[config.mk]
export PLATFORM = sky130hd
export DESIGN_NAME = sram_window_port
export DESIGN_NICKNAME = d
export VERILOG_FILES = /design/src/rtl/sram_win_pkg.sv /design/src/rtl/win_decode.sv /design/src/rtl/win_stage.sv /design/src/rtl/win_cmd_fsm.sv /design/src/rtl/win_table_ram.sv /design/src/rtl/sram_window_port.sv
export SDC_FILE = /design/constraint.sdc
export NUM_CORES = 2
export LEC_CHECK = 0
export CORE_MARGIN = 2
export CORE_UTILIZATION = 29
export DETAILED_ROUTE_END_ITERATION = 10
export HOLD_SLACK_MARGIN = 0.08
export RECOVER_POWER = 25
export SLEW_MARGIN = 20
export SYNTH_ARGS = -nofsm -noshare
export SYNTH_HDL_FRONTEND = slang
export SYNTH_HIERARCHICAL = 1
export SYNTH_SLANG_ARGS = --single-unit
[constraint.sdc]
create_clock -name clk -period 5.7 [get_ports clk]
set_clock_uncertainty 0.05 [all_clocks]
set_input_delay 1.14 -clock clk [delete_from_list [all_inputs] [get_ports clk]]
set_output_delay 1.14 -clock clk [all_outputs]
set_load 0.05 [all_outputs]
[src/rtl/sram_win_pkg.sv]
`timescale 1ns/1ps
// Shared constants for the byte window: register indices relative to the
// window base, command and status codes, and the command FSM state type.
package sram_win_pkg;
    localparam int ADDR_BYTES = 3;
    localparam int DATA_BYTES = 4;
    localparam int WORD_AW    = 8 * ADDR_BYTES;
    localparam int WORD_DW    = 8 * DATA_BYTES;
    localparam int NUM_REGS   = ADDR_BYTES + DATA_BYTES + 2;
    localparam int REG_IW     = 4;

    localparam logic [REG_IW-1:0] IDX_ADDR0 = '0;
    localparam logic [REG_IW-1:0] IDX_DATA0 = REG_IW'(ADDR_BYTES);
    localparam logic [REG_IW-1:0] IDX_CMD   = REG_IW'(ADDR_BYTES + DATA_BYTES);
    localparam logic [REG_IW-1:0] IDX_STAT  = REG_IW'(ADDR_BYTES + DATA_BYTES + 1);

    localparam logic [7:0] CMD_READ  = 8'h01;
    localparam logic [7:0] CMD_WRITE = 8'h02;
    localparam logic [7:0] STAT_IDLE = 8'h01;
    localparam logic [7:0] STAT_BUSY = 8'h00;

    typedef enum logic {
        FSM_IDLE,
        FSM_BUSY
    } fsm_state_e;
endpackage

[src/rtl/win_decode.sv]
`timescale 1ns/1ps
// Host address decoder and stream pointer.
// Turns an addressed write or a continue write into a register index, and
// keeps the pointer that continue writes use. The pointer saturates at the
// command register. Assumes that the window base plus NUM_REGS does not
// overflow HOST_AW bits.
module win_decode
    import sram_win_pkg::*;
#(
    parameter int                  HOST_AW   = 16,
    parameter logic [HOST_AW-1:0]  BASE_ADDR = 16'h2001
) (
    input  logic                clk,
    input  logic                rst_n,
    input  logic [HOST_AW-1:0]  host_addr,
    input  logic                host_wr,
    input  logic                host_cont,
    output logic                wr_en,
    output logic [REG_IW-1:0]   wr_idx,
    output logic                rd_hit,
    output logic [REG_IW-1:0]   rd_idx,
    output logic [REG_IW-1:0]   ptr_q
);
    logic [HOST_AW-1:0] offset;
    logic               in_range;
    logic [REG_IW-1:0]  idx;

    // Advance an index by one, holding at the command register.
    function automatic logic [REG_IW-1:0] step(input logic [REG_IW-1:0] i);
        return (i >= IDX_CMD) ? IDX_CMD : i + REG_IW'(1);
    endfunction

    assign offset   = host_addr - BASE_ADDR;
    assign in_range = (host_addr >= BASE_ADDR) && (offset < HOST_AW'(NUM_REGS));
    assign idx      = offset[REG_IW-1:0];

    // An addressed write wins over a continue strobe in the same cycle.
    assign wr_en  = host_wr ? in_range : host_cont;
    assign wr_idx = host_wr ? idx : ptr_q;
    assign rd_hit = in_range;
    assign rd_idx = idx;

    // Stream pointer: reloaded by addressed writes, stepped by continue writes.
    always_ff @(posedge clk) begin
        if (!rst_n) begin
            ptr_q <= IDX_ADDR0;
        end else if (host_wr) begin
            if (in_range) ptr_q <= step(idx);
        end else if (host_cont) begin
            ptr_q <= step(ptr_q);
        end
    end
endmodule

[src/rtl/win_stage.sv]
`timescale 1ns/1ps
// Staging registers and the host read multiplexer.
// Holds the word address bytes, the data bytes and the last accepted
// command. It raises a one-cycle start request for a valid command that
// arrives while idle. A read result loads the data bytes and takes
// priority over a host write in the same cycle.
module win_stage
    import sram_win_pkg::*;
(
    input  logic               clk,
    input  logic               rst_n,
    input  logic               wr_en,
    input  logic [REG_IW-1:0]  wr_idx,
    input  logic [7:0]         wdata,
    input  logic               busy,
    input  logic               load_rd,
    input  logic [WORD_DW-1:0] rd_word,
    input  logic               rd_hit,
    input  logic [REG_IW-1:0]  rd_idx,
    output logic [WORD_AW-1:0] addr_word,
    output logic [WORD_DW-1:0] data_word,
    output logic [7:0]         cmd_q,
    output logic               start_rd,
    output logic               start_wr,
    output logic [7:0]         rd_byte
);
    logic [7:0] addr_b [ADDR_BYTES];
    logic [7:0] data_b [DATA_BYTES];
    logic       cmd_ok;

    genvar gi;
    generate
        for (gi = 0; gi < ADDR_BYTES; gi++) begin : g_addr
            // One word-address byte, written by the host only.
            always_ff @(posedge clk) begin
                if (!rst_n)
                    addr_b[gi] <= '0;
                else if (wr_en && wr_idx == IDX_ADDR0 + REG_IW'(gi))
                    addr_b[gi] <= wdata;
            end
            assign addr_word[8*gi +: 8] = addr_b[gi];
        end
        for (gi = 0; gi < DATA_BYTES; gi++) begin : g_data
            // One data byte, loaded by a read result or by the host.
            always_ff @(posedge clk) begin
                if (!rst_n)
                    data_b[gi] <= '0;
                else if (load_rd)
                    data_b[gi] <= rd_word[8*gi +: 8];
                else if (wr_en && wr_idx == IDX_DATA0 + REG_IW'(gi))
                    data_b[gi] <= wdata;
            end
            assign data_word[8*gi +: 8] = data_b[gi];
        end
    endgenerate

    assign cmd_ok   = wr_en && (wr_idx == IDX_CMD) && !busy;
    assign start_rd = cmd_ok && (wdata == CMD_READ);
    assign start_wr = cmd_ok && (wdata == CMD_WRITE);

    // Command register keeps the last accepted code.
    always_ff @(posedge clk) begin
        if (!rst_n)
            cmd_q <= '0;
        else if (start_rd || start_wr)
            cmd_q <= wdata;
    end

    // Host read multiplexer; unmapped addresses read zero.
    always_comb begin
        rd_byte = '0;
        if (rd_hit) begin
            for (int i = 0; i < ADDR_BYTES; i++)
                if (rd_idx == IDX_ADDR0 + REG_IW'(i)) rd_byte = addr_b[i];
            for (int i = 0; i < DATA_BYTES; i++)
                if (rd_idx == IDX_DATA0 + REG_IW'(i)) rd_byte = data_b[i];
            if (rd_idx == IDX_CMD)  rd_byte = cmd_q;
            if (rd_idx == IDX_STAT) rd_byte = busy ? STAT_BUSY : STAT_IDLE;
        end
    end
endmodule

[src/rtl/win_cmd_fsm.sv]
`timescale 1ns/1ps
// Command sequencer.
// On a start request it stays busy for ACCESS_CYC+1 cycles. In the first
// busy cycle it issues one RAM operation. In the last busy cycle it asks
// for a read result to be loaded. Assumes ACCESS_CYC >= 1, so the RAM
// output has settled before the load.
module win_cmd_fsm
    import sram_win_pkg::*;
#(
    parameter int ACCESS_CYC = 2
) (
    input  logic clk,
    input  logic rst_n,
    input  logic start_rd,
    input  logic start_wr,
    output logic busy,
    output logic sram_we,
    output logic sram_re,
    output logic load_rd
);
    localparam int CW = $clog2(ACCESS_CYC + 1);

    fsm_state_e    state_q;
    logic [CW-1:0] cnt_q;
    logic          rd_op_q;
    logic          last;

    assign last = (cnt_q == CW'(ACCESS_CYC));

    // State, cycle counter and operation kind.
    always_ff @(posedge clk) begin
        if (!rst_n) begin
            state_q <= FSM_IDLE;
            cnt_q   <= '0;
            rd_op_q <= 1'b0;
        end else begin
            case (state_q)
                FSM_IDLE: if (start_rd || start_wr) begin
                    state_q <= FSM_BUSY;
                    cnt_q   <= '0;
                    rd_op_q <= start_rd;
                end
                FSM_BUSY: if (last) state_q <= FSM_IDLE;
                          else      cnt_q   <= cnt_q + CW'(1);
                default:  state_q <= FSM_IDLE;
            endcase
        end
    end

    assign busy    = (state_q == FSM_BUSY);
    assign sram_we = busy && (cnt_q == '0) && !rd_op_q;
    assign sram_re = busy && (cnt_q == '0) && rd_op_q;
    assign load_rd = busy && last && rd_op_q;
endmodule

[src/rtl/win_table_ram.sv]
`timescale 1ns/1ps
// Single-port synchronous table RAM model.
// Writes on the clock edge and registers read data on the clock edge.
// Addresses at or above DEPTH are outside the table: writes there are
// dropped and reads there return zero. The array itself has no reset.
module win_table_ram #(
    parameter int DEPTH = 64,
    parameter int AW_IN = 24,
    parameter int DW    = 32
) (
    input  logic             clk,
    input  logic             we,
    input  logic             re,
    input  logic [AW_IN-1:0] addr,
    input  logic [DW-1:0]    wdata,
    output logic [DW-1:0]    rdata
);
    localparam int IW = $clog2(DEPTH);

    logic [DW-1:0] mem [DEPTH];
    logic          in_tbl;

    assign in_tbl = (addr < AW_IN'(DEPTH));

    // Write port and registered read port.
    always_ff @(posedge clk) begin
        if (we && in_tbl) mem[addr[IW-1:0]] <= wdata;
        if (re)           rdata <= in_tbl ? mem[addr[IW-1:0]] : '0;
    end
endmodule

[src/rtl/sram_window_port.sv]
`timescale 1ns/1ps
// Top of the indirect table-memory byte window.
// Connects the decoder, the staging registers, the command sequencer and
// the table RAM. Assumes the host waits for the idle status before it
// changes the staged address of an access in progress.
module sram_window_port
    import sram_win_pkg::*;
#(
    parameter int                 HOST_AW     = 16,
    parameter logic [HOST_AW-1:0] BASE_ADDR   = 16'h2001,
    parameter int                 TABLE_DEPTH = 64,
    parameter int                 ACCESS_CYC  = 2
) (
    input  logic               clk,
    input  logic               rst_n,
    input  logic [HOST_AW-1:0] host_addr,
    input  logic [7:0]         host_wdata,
    input  logic               host_wr,
    input  logic               host_cont,
    output logic [7:0]         host_rdata
);
    logic               wr_en, rd_hit;
    logic [REG_IW-1:0]  wr_idx, rd_idx, ptr_q;
    logic [WORD_AW-1:0] addr_word;
    logic [WORD_DW-1:0] data_word, ram_rdata;
    logic [7:0]         cmd_q;
    logic               start_rd, start_wr;
    logic               busy, sram_we, sram_re, load_rd;

    win_decode #(.HOST_AW(HOST_AW), .BASE_ADDR(BASE_ADDR)) u_decode (
        .clk(clk), .rst_n(rst_n), .host_addr(host_addr),
        .host_wr(host_wr), .host_cont(host_cont),
        .wr_en(wr_en), .wr_idx(wr_idx), .rd_hit(rd_hit),
        .rd_idx(rd_idx), .ptr_q(ptr_q)
    );

    win_stage u_stage (
        .clk(clk), .rst_n(rst_n), .wr_en(wr_en), .wr_idx(wr_idx),
        .wdata(host_wdata), .busy(busy), .load_rd(load_rd),
        .rd_word(ram_rdata), .rd_hit(rd_hit), .rd_idx(rd_idx),
        .addr_word(addr_word), .data_word(data_word), .cmd_q(cmd_q),
        .start_rd(start_rd), .start_wr(start_wr), .rd_byte(host_rdata)
    );

    win_cmd_fsm #(.ACCESS_CYC(ACCESS_CYC)) u_fsm (
        .clk(clk), .rst_n(rst_n), .start_rd(start_rd), .start_wr(start_wr),
        .busy(busy), .sram_we(sram_we), .sram_re(sram_re), .load_rd(load_rd)
    );

    win_table_ram #(.DEPTH(TABLE_DEPTH), .AW_IN(WORD_AW), .DW(WORD_DW)) u_ram (
        .clk(clk), .we(sram_we), .re(sram_re), .addr(addr_word),
        .wdata(data_word), .rdata(ram_rdata)
    );
endmodule

Yosys cells after proc, flatten, opt, wreduce, memory -nomap -nowiden
Memory sizes are Yosys's and may differ from the RTL's. A register that Yosys moved wholly into a read port is not among the register bits.
Index checks and enable logic that the tools add are counted.
{"block": "totals", "ram_bits": 2104, "n_memories": 3, "output_inout_bits": 8, "ff_bits": 16}
{"block": "classes", "bitwise": 12, "addsub": 4, "eq_ne": 21, "mux": 66, "magnitude_cmp": 5, "n_reduce_logical": 29}
{"memory": "u_ram.mem", "depth": 64, "word_bits": 32, "read_ports": 1, "rd_clocked_by_memory_dff": 1, "write_ports": 1, "line_no": "win_table_ram.sv:20", "source": "logic [DW-1:0] mem [DEPTH];"}
{"memory": "u_stage.data_b", "depth": 4, "word_bits": 8, "read_ports": 4, "rd_clocked_by_memory_dff": 0, "write_ports": 4, "line_no": "win_stage.sv:28", "source": "logic [7:0] data_b [DATA_BYTES];"}
{"memory": "u_stage.addr_b", "depth": 3, "word_bits": 8, "read_ports": 3, "rd_clocked_by_memory_dff": 0, "write_ports": 3, "line_no": "win_stage.sv:27", "source": "logic [7:0] addr_b [ADDR_BYTES];"}
{"cell": "$mux 8", "count": 21}
{"cell": "$mux 1", "count": 35}
{"cell": "$eq 4x3->1 const B", "count": 8}
{"cell": "$lt 24x7->1 const B", "count": 1}
{"cell": "$mux 4", "count": 6}
{"cell": "$logic_and 1x1->1", "count": 18}
{"cell": "$eq 4x2->1 const B", "count": 4}
{"cell": "$ge 16x14->1 const B", "count": 1}
{"cell": "$lt 16x4->1 const B", "count": 1}
{"cell": "$sub 16x14->16 const B", "count": 1}
{"cell": "$or 1x1->1", "count": 11}
{"cell": "$add 4x1->4 const B", "count": 2}
{"cell": "$eq 4x1->1 const B", "count": 2}
{"cell": "$eq 8x1->1 const B", "count": 1}
{"cell": "$eq 8x2->1 const B", "count": 1}
{"cell": "$ge 4x3->1 const B", "count": 2}
{"cell": "$logic_not 4->1", "count": 2}
{"cell": "$reduce_and 2->1", "count": 3}
{"cell": "$eq 4x4->1 const B", "count": 1}
{"cell": "$mux 2", "count": 2}
{"cell": "$ne 2x1->1 const B", "count": 2}
{"cell": "$pmux 2 s2", "count": 1}
{"cell": "$logic_not 1->1", "count": 3}
{"cell": "$add 2x1->2 const B", "count": 1}
{"cell": "other kinds (7)", "count": 7}

Logic depth before layout (Yosys ltp)
{"block": "logic_depth", "ltp_word": 12, "depth_mapped": 15, "depth_no_buf": 14}

By module
Netlist, hierarchy kept.
{"module": "win_table_ram", "seq_area_each_um2": 62459.9, "area_per_inst_um2": 79597.6, "instances": 1, "cells_each": 4406}
{"module": "win_stage", "seq_area_each_um2": 1841.8, "area_per_inst_um2": 3369.5, "instances": 1, "cells_each": 288}
{"module": "win_decode", "seq_area_each_um2": 80.1, "area_per_inst_um2": 750.7, "instances": 1, "cells_each": 95}
{"module": "win_cmd_fsm", "seq_area_each_um2": 80.1, "area_per_inst_um2": 219.0, "instances": 1, "cells_each": 25}

Worst setup path before layout
OpenSTA, ideal clock, no wires.
{"block": "synth_path", "kind": "input port to output port", "startpoint": "input port host_addr[0]", "endpoint": "output port host_rdata[1]", "arrival_ns": 4.274, "n_path_buf": 1, "stages": 12, "path_slack_ns": 0.236, "cell_sequence": "buf_2 -> inv_1 -> ha_1 -> xnor2_2 -> nand3_1 -> or4_4 -> nand2_1 -> and3_1 -> nor2b_1 -> o31ai_1 -> a221oi_1 -> a21boi_0"}
{"block": "synth_between", "elab_cells_between_ends": 23, "cone_classes": "add/sub (1); order compare (2); eq/ne (8); mux (10); reduce/logical (2)"}
{"item": "from (decl)", "line_no": "sram_window_port.sv:16", "source": "input logic [HOST_AW-1:0] host_addr,"}
{"item": "$sub 16x14->16", "line_no": "win_decode.sv:33", "source": "assign offset = host_addr - BASE_ADDR;"}
{"item": "via rd_idx[0]", "line_no": "sram_window_port.sv:23", "source": "logic [REG_IW-1:0] wr_idx, rd_idx, ptr_q;"}
{"item": "$lt 16x4->1", "line_no": "win_decode.sv:34", "source": "assign in_range = (host_addr >= BASE_ADDR) && (offset < HOST_AW'(NUM_REGS));"}
{"item": "$logic_and 1x1->1", "line_no": "win_decode.sv:34"}
{"item": "via rd_hit", "line_no": "sram_window_port.sv:22", "source": "logic wr_en, rd_hit;"}
{"item": "$mux 8", "line_no": "win_stage.sv:72", "source": "if (rd_hit) begin"}
{"item": "to (decl)", "line_no": "sram_window_port.sv:20", "source": "output logic [7:0] host_rdata"}
The timed path passes the listed nets, and every way through them passes these cells.

Worst setup path after layout
{"block": "layout_path", "startpoint": "input port host_addr[1]", "endpoint": "output port host_rdata[1]"}
{"block": "layout_between", "elab_cells_between_ends": 23, "cone_classes": "add/sub (1); order compare (2); eq/ne (8); mux (10); reduce/logical (2)"}
{"item": "$sub 16x14->16", "line_no": "win_decode.sv:33"}
{"item": "$lt 16x4->1", "line_no": "win_decode.sv:34"}
{"item": "$logic_and 1x1->1 *", "line_no": "win_decode.sv:34"}
{"item": "via rd_hit", "line_no": "sram_window_port.sv:22"}
{"item": "$mux 8 *", "line_no": "win_stage.sv:72"}
The timed path passes the listed nets; every way through them passes the cells marked *.

==> results.py <==
metrics = {
    "run_status": {
        "status": "complete, but fails checks",
        "failed_checks": "max-capacitance violations, max-slew violations",
    },
    "synthesis": {
        "synth.top_cell.area_share_pct": 76.42,
        "synthArstFlopShare_pct": 0,
        "yosysUniqueCellTypes": 89,
        "yosysTopAreaCell": "edfxtp_1",
        "synth_edf_count": 2136,
        "syn_area_um2": 83940,
        "synth.avg_cell_area_um2": 17.44,
        "ys_ff_latch": 2152,
        "netlist_top_cells_area": "edfxtp_1 (76%), mux2i_1 (7.7%), a221oi_1 (2.0%)",
        "synth_flop_cell": "edfxtp_1",
        "syn_nets": 4848,
        "yosysWarnings": 6,
        "synth_seq_area_share_pct": 76.80,
        "syn_inst": 4814,
    },
    "cts": {
        "postCtsResizedCells": 0,
        "ctsHoldBuffers": 0,
        "cts_root_buf": "clkbuf_16",
        "cts_sinks": 2152,
        "cts_tree": "done",
        "cts_made_buffers": 215,
        "h-tree-depth": 4,
        "clockBufferDepth": 3,
        "clk_latency_ns": 0.88,
        "cts.clk_slew.worst_paths_ns": 0.06,
        "post_cts_buffers": 0,
    },
    "sta": {
        "finalCritPeriodShare_pct": 97.16,
        "max_freq_mhz": 180.6,
        "fin_tns_setup_ns": 0,
        "relSlewSlack_pct": -178.9,
        "drv_slew": 975,
        "setup_violations": 0,
        "hold_viol": 0,
        "rsz0062_at_grt": "no",
        "worst_slew_pin_slew_ns": 4.183,
        "worst_slack_ns": 0.1618,
        "period_minus_slack_ns": 5.538,
    },
    "global_route": {
        "grt_pass1_vias": 44440,
        "overflow": 0,
        "antenna_found_initial": 9,
        "grt_usage_pct": 15.37,
        "grt_pass1_wl_um": 330500,
        "grt_max_degree": 121,
    },
    "placed_design": {
        "port_buffers": 35,
        "dp_cells": 8503,
        "pre_cts_ws_ns": 0.06703,
        "place_area_um2": 89850,
        "place_congestion": 0.8493,
        "place_hpwl_um": 132300,
    },
    "route": {
        "routed_via_density": 5.255,
        "ant_nets": 0,
        "dr_total_vias": 46810,
        "drt-total-wl_um": 232800,
        "route.detailed.drc": 0,
        "drtIter0Drc": 5949,
        "drt-pass1-iter-count": 6,
        "wl_per_cell_um": 26.14,
    },
    "floorplanning": {
        "dieArea_um2": 293800,
        "rows": 197,
        "coreArea_um2": 287900,
        "dieHeight_um": 542.0,
        "initial_core_util_pct": 29.16,
        "top_level_ports": 36,
        "fp.dieW_um": 542.0,
    },
    "power_and_ir_drop": {
        "p_clk_share_pct": 42.4,
        "p_int_mw": 25.53,
        "power_density_nw_per_um2": 335.5,
        "swShare_pct": 21.29,
        "power_frac_comb_pct": 4.0,
        "p_switching_mw": 6.908,
        "peakVddDrop_v": 0.0003008,
        "p_seq_share_pct": 53.6,
        "leakagePower_nw": 29.99,
    },
    "layout": {
        "fill_cells": 27060,
        "fin_util_pct": 33.59,
        "final_cells": 8908,
        "layout.nets": 4975,
        "layout-drive-gt1-share_pct": 13.53,
        "fin_area_um2": 96690,
        "area_delta_synth_final_pct": 15.20,
    },
    "setup_path": {
        "cp.arrival_ns": 4.35,
        "cp_max_fo": 7,
        "crit_path_start_kind": "input pin",
        "crit_type": "input pin to output port",
        "cp-end-kind": "output port",
        "reg2reg_depth": 6,
        "critPathRequiredTime_ns": 4.51,
    },
    "hold_path": {
        "hold_class": "register to register",
        "worstHoldPathCells": 1,
    },
    "job": {
        "cap_violations": 15,
    },
}
-- cells in the final DEF (no fill, tap or decap), drive strengths merged, types with 5 or more instances in the layout --
cell | Yosys | final
and2 | 35 | 35
o22ai | 227 | 227
nand2b | 19 | 19
o41a | 28 | 28
clkinv | 0 | 103
o211ai | 31 | 31
nand3 | 69 | 69
mux2 | 103 | 103
a2bb2oi | 6 | 6
buf | 172 | 182
nor4b | 5 | 5
edfxtp | 2136 | 2136
nor2 | 158 | 158
mux4 | 5 | 5
a221oi | 189 | 189
nor4 | 8 | 8
ha | 6 | 6
a22oi | 40 | 40
clkdlybuf4s50 | 0 | 27
a22o | 118 | 118
and3 | 11 | 11
a211oi | 6 | 6
nor2b | 19 | 19
a31oi | 69 | 69
a21oi | 150 | 150
o21ai | 144 | 144
a221o | 34 | 34
a311oi | 5 | 5
nand2 | 135 | 135
nor3 | 10 | 10
bufinv | 0 | 17
mux2i | 645 | 645
inv | 17 | 26
dfxtp | 16 | 16
clkbuf | 142 | 283
-- layout make-up --
class                      instances  area (µm²)  area share, %
sequential                      2152       64460          66.67
multi-input combinational       2331       18450          19.08
tap                             3781        4731          4.893
antenna                            4       10.01        0.01035
timing repair buffer             224        2141          2.214
inverter                          17       63.81        0.06599
clock inverter                   131        1170          1.210
clock buffer                     268        5664          5.858
-- stage by stage --
| step | hold WS [ns] | power (mW) |
|---|---|---|
| after global routing | 0.4446 | 33.30 |
| after global placement | 0.3939 | 18.97 |
| after floorplan | 0.3795 | 18.43 |
| after detailed placement | 0.4031 | 18.99 |
| after CTS | 0.4151 | 32.62 |
| final | 0.4224 | 32.44 |
-- registers in the layout, indices dropped and copies added, names as in the netlist --
| signal | count |
|---|---|
| u_fsm/rd_op_q | 1 |
| u_decode/ptr_q | 4 |
| u_stage/addr_b | 24 |
| u_ram/rdata | 32 |
| u_ram/mem | 2048 |
| u_stage/data_b | 32 |
| u_fsm/cnt_q | 2 |
| u_stage/cmd_q | 8 |
| u_fsm/busy | 1 |
-- per-layer routing --
layer / global-route usage, % / wire (µm) / up-vias
met5: 0 / 0 / -
met3: 2.894 / 20280 / 334
met4: 5.067 / 7890 / 0
li1: - / - / 19870
met1: 21.24 / 96610 / 24460
met2: 24.27 / 108000 / 2149
-- critical path: stages --
cell	delay, ns
clkdlybuf4s50_1	0.48
inv_1	0.09
ha_1	0.30
xnor2_2	0.21
nand3_1	0.11
or4_4	0.44
nand2_1	0.07
and3_2	0.31
nor2b_1	0.26
o31ai_1	0.11
a221oi_1	0.33
a21boi_0	0.23
buf_4	0.15
buf_12	0.12
-- path summary, 6_finish.rpt --
check	startpoint	endpoint	slack (ns)
min	u_fsm/cnt_q[0]	u_fsm/cnt_q[0]	0.42
min reg2reg	u_fsm/cnt_q[0]	u_fsm/cnt_q[0]	0.42
max reg2reg	u_stage/addr_b[0][1]	u_ram/mem[49][27]	1.17
max	host_addr[1]	host_rdata[1]	0.16
-- Yosys cell counts (34+ instances only) --
master,count
nor2_1,157
a21oi_1,149
o21ai_1,36
a31oi_1,67
nand2_1,134
mux2_2,102
a22o_1,118
clkbuf_1,142
edfxtp_1,2136
o21ai_0,108
a221o_1,34
mux2i_1,645
buf_2,116
a221oi_1,188
nand3_1,69
a22oi_1,40
and2_1,34
o22ai_1,227
-- power groups by stage --
stage | logic, mW | clock network, mW | registers (mW)
3_3_place_gp | 1.26 | 0 | 17.7
4_1_cts | 1.29 | 14.0 | 17.4
2_1_floorplan | 0.644 | 0 | 17.8
6_report | 1.30 | 13.8 | 17.4
5_1_grt | 1.35 | 14.6 | 17.4
3_5_place_dp | 1.28 | 0 | 17.7
-- cell families after synthesis --
group | Yosys count | synth area share [%]
flip-flops | 2152 | 76.80
AO/OA/AOI/OAI | 1074 | 9.075
multiplexers | 753 | 9.208
AND/OR/NAND/NOR | 494 | 2.871
buffers and inverters | 331 | 1.908
adder cells (fa/ha/maj) | 6 | 0.08944
XOR/XNOR | 4 | 0.05069
Power figures use the tool's default switching activity.
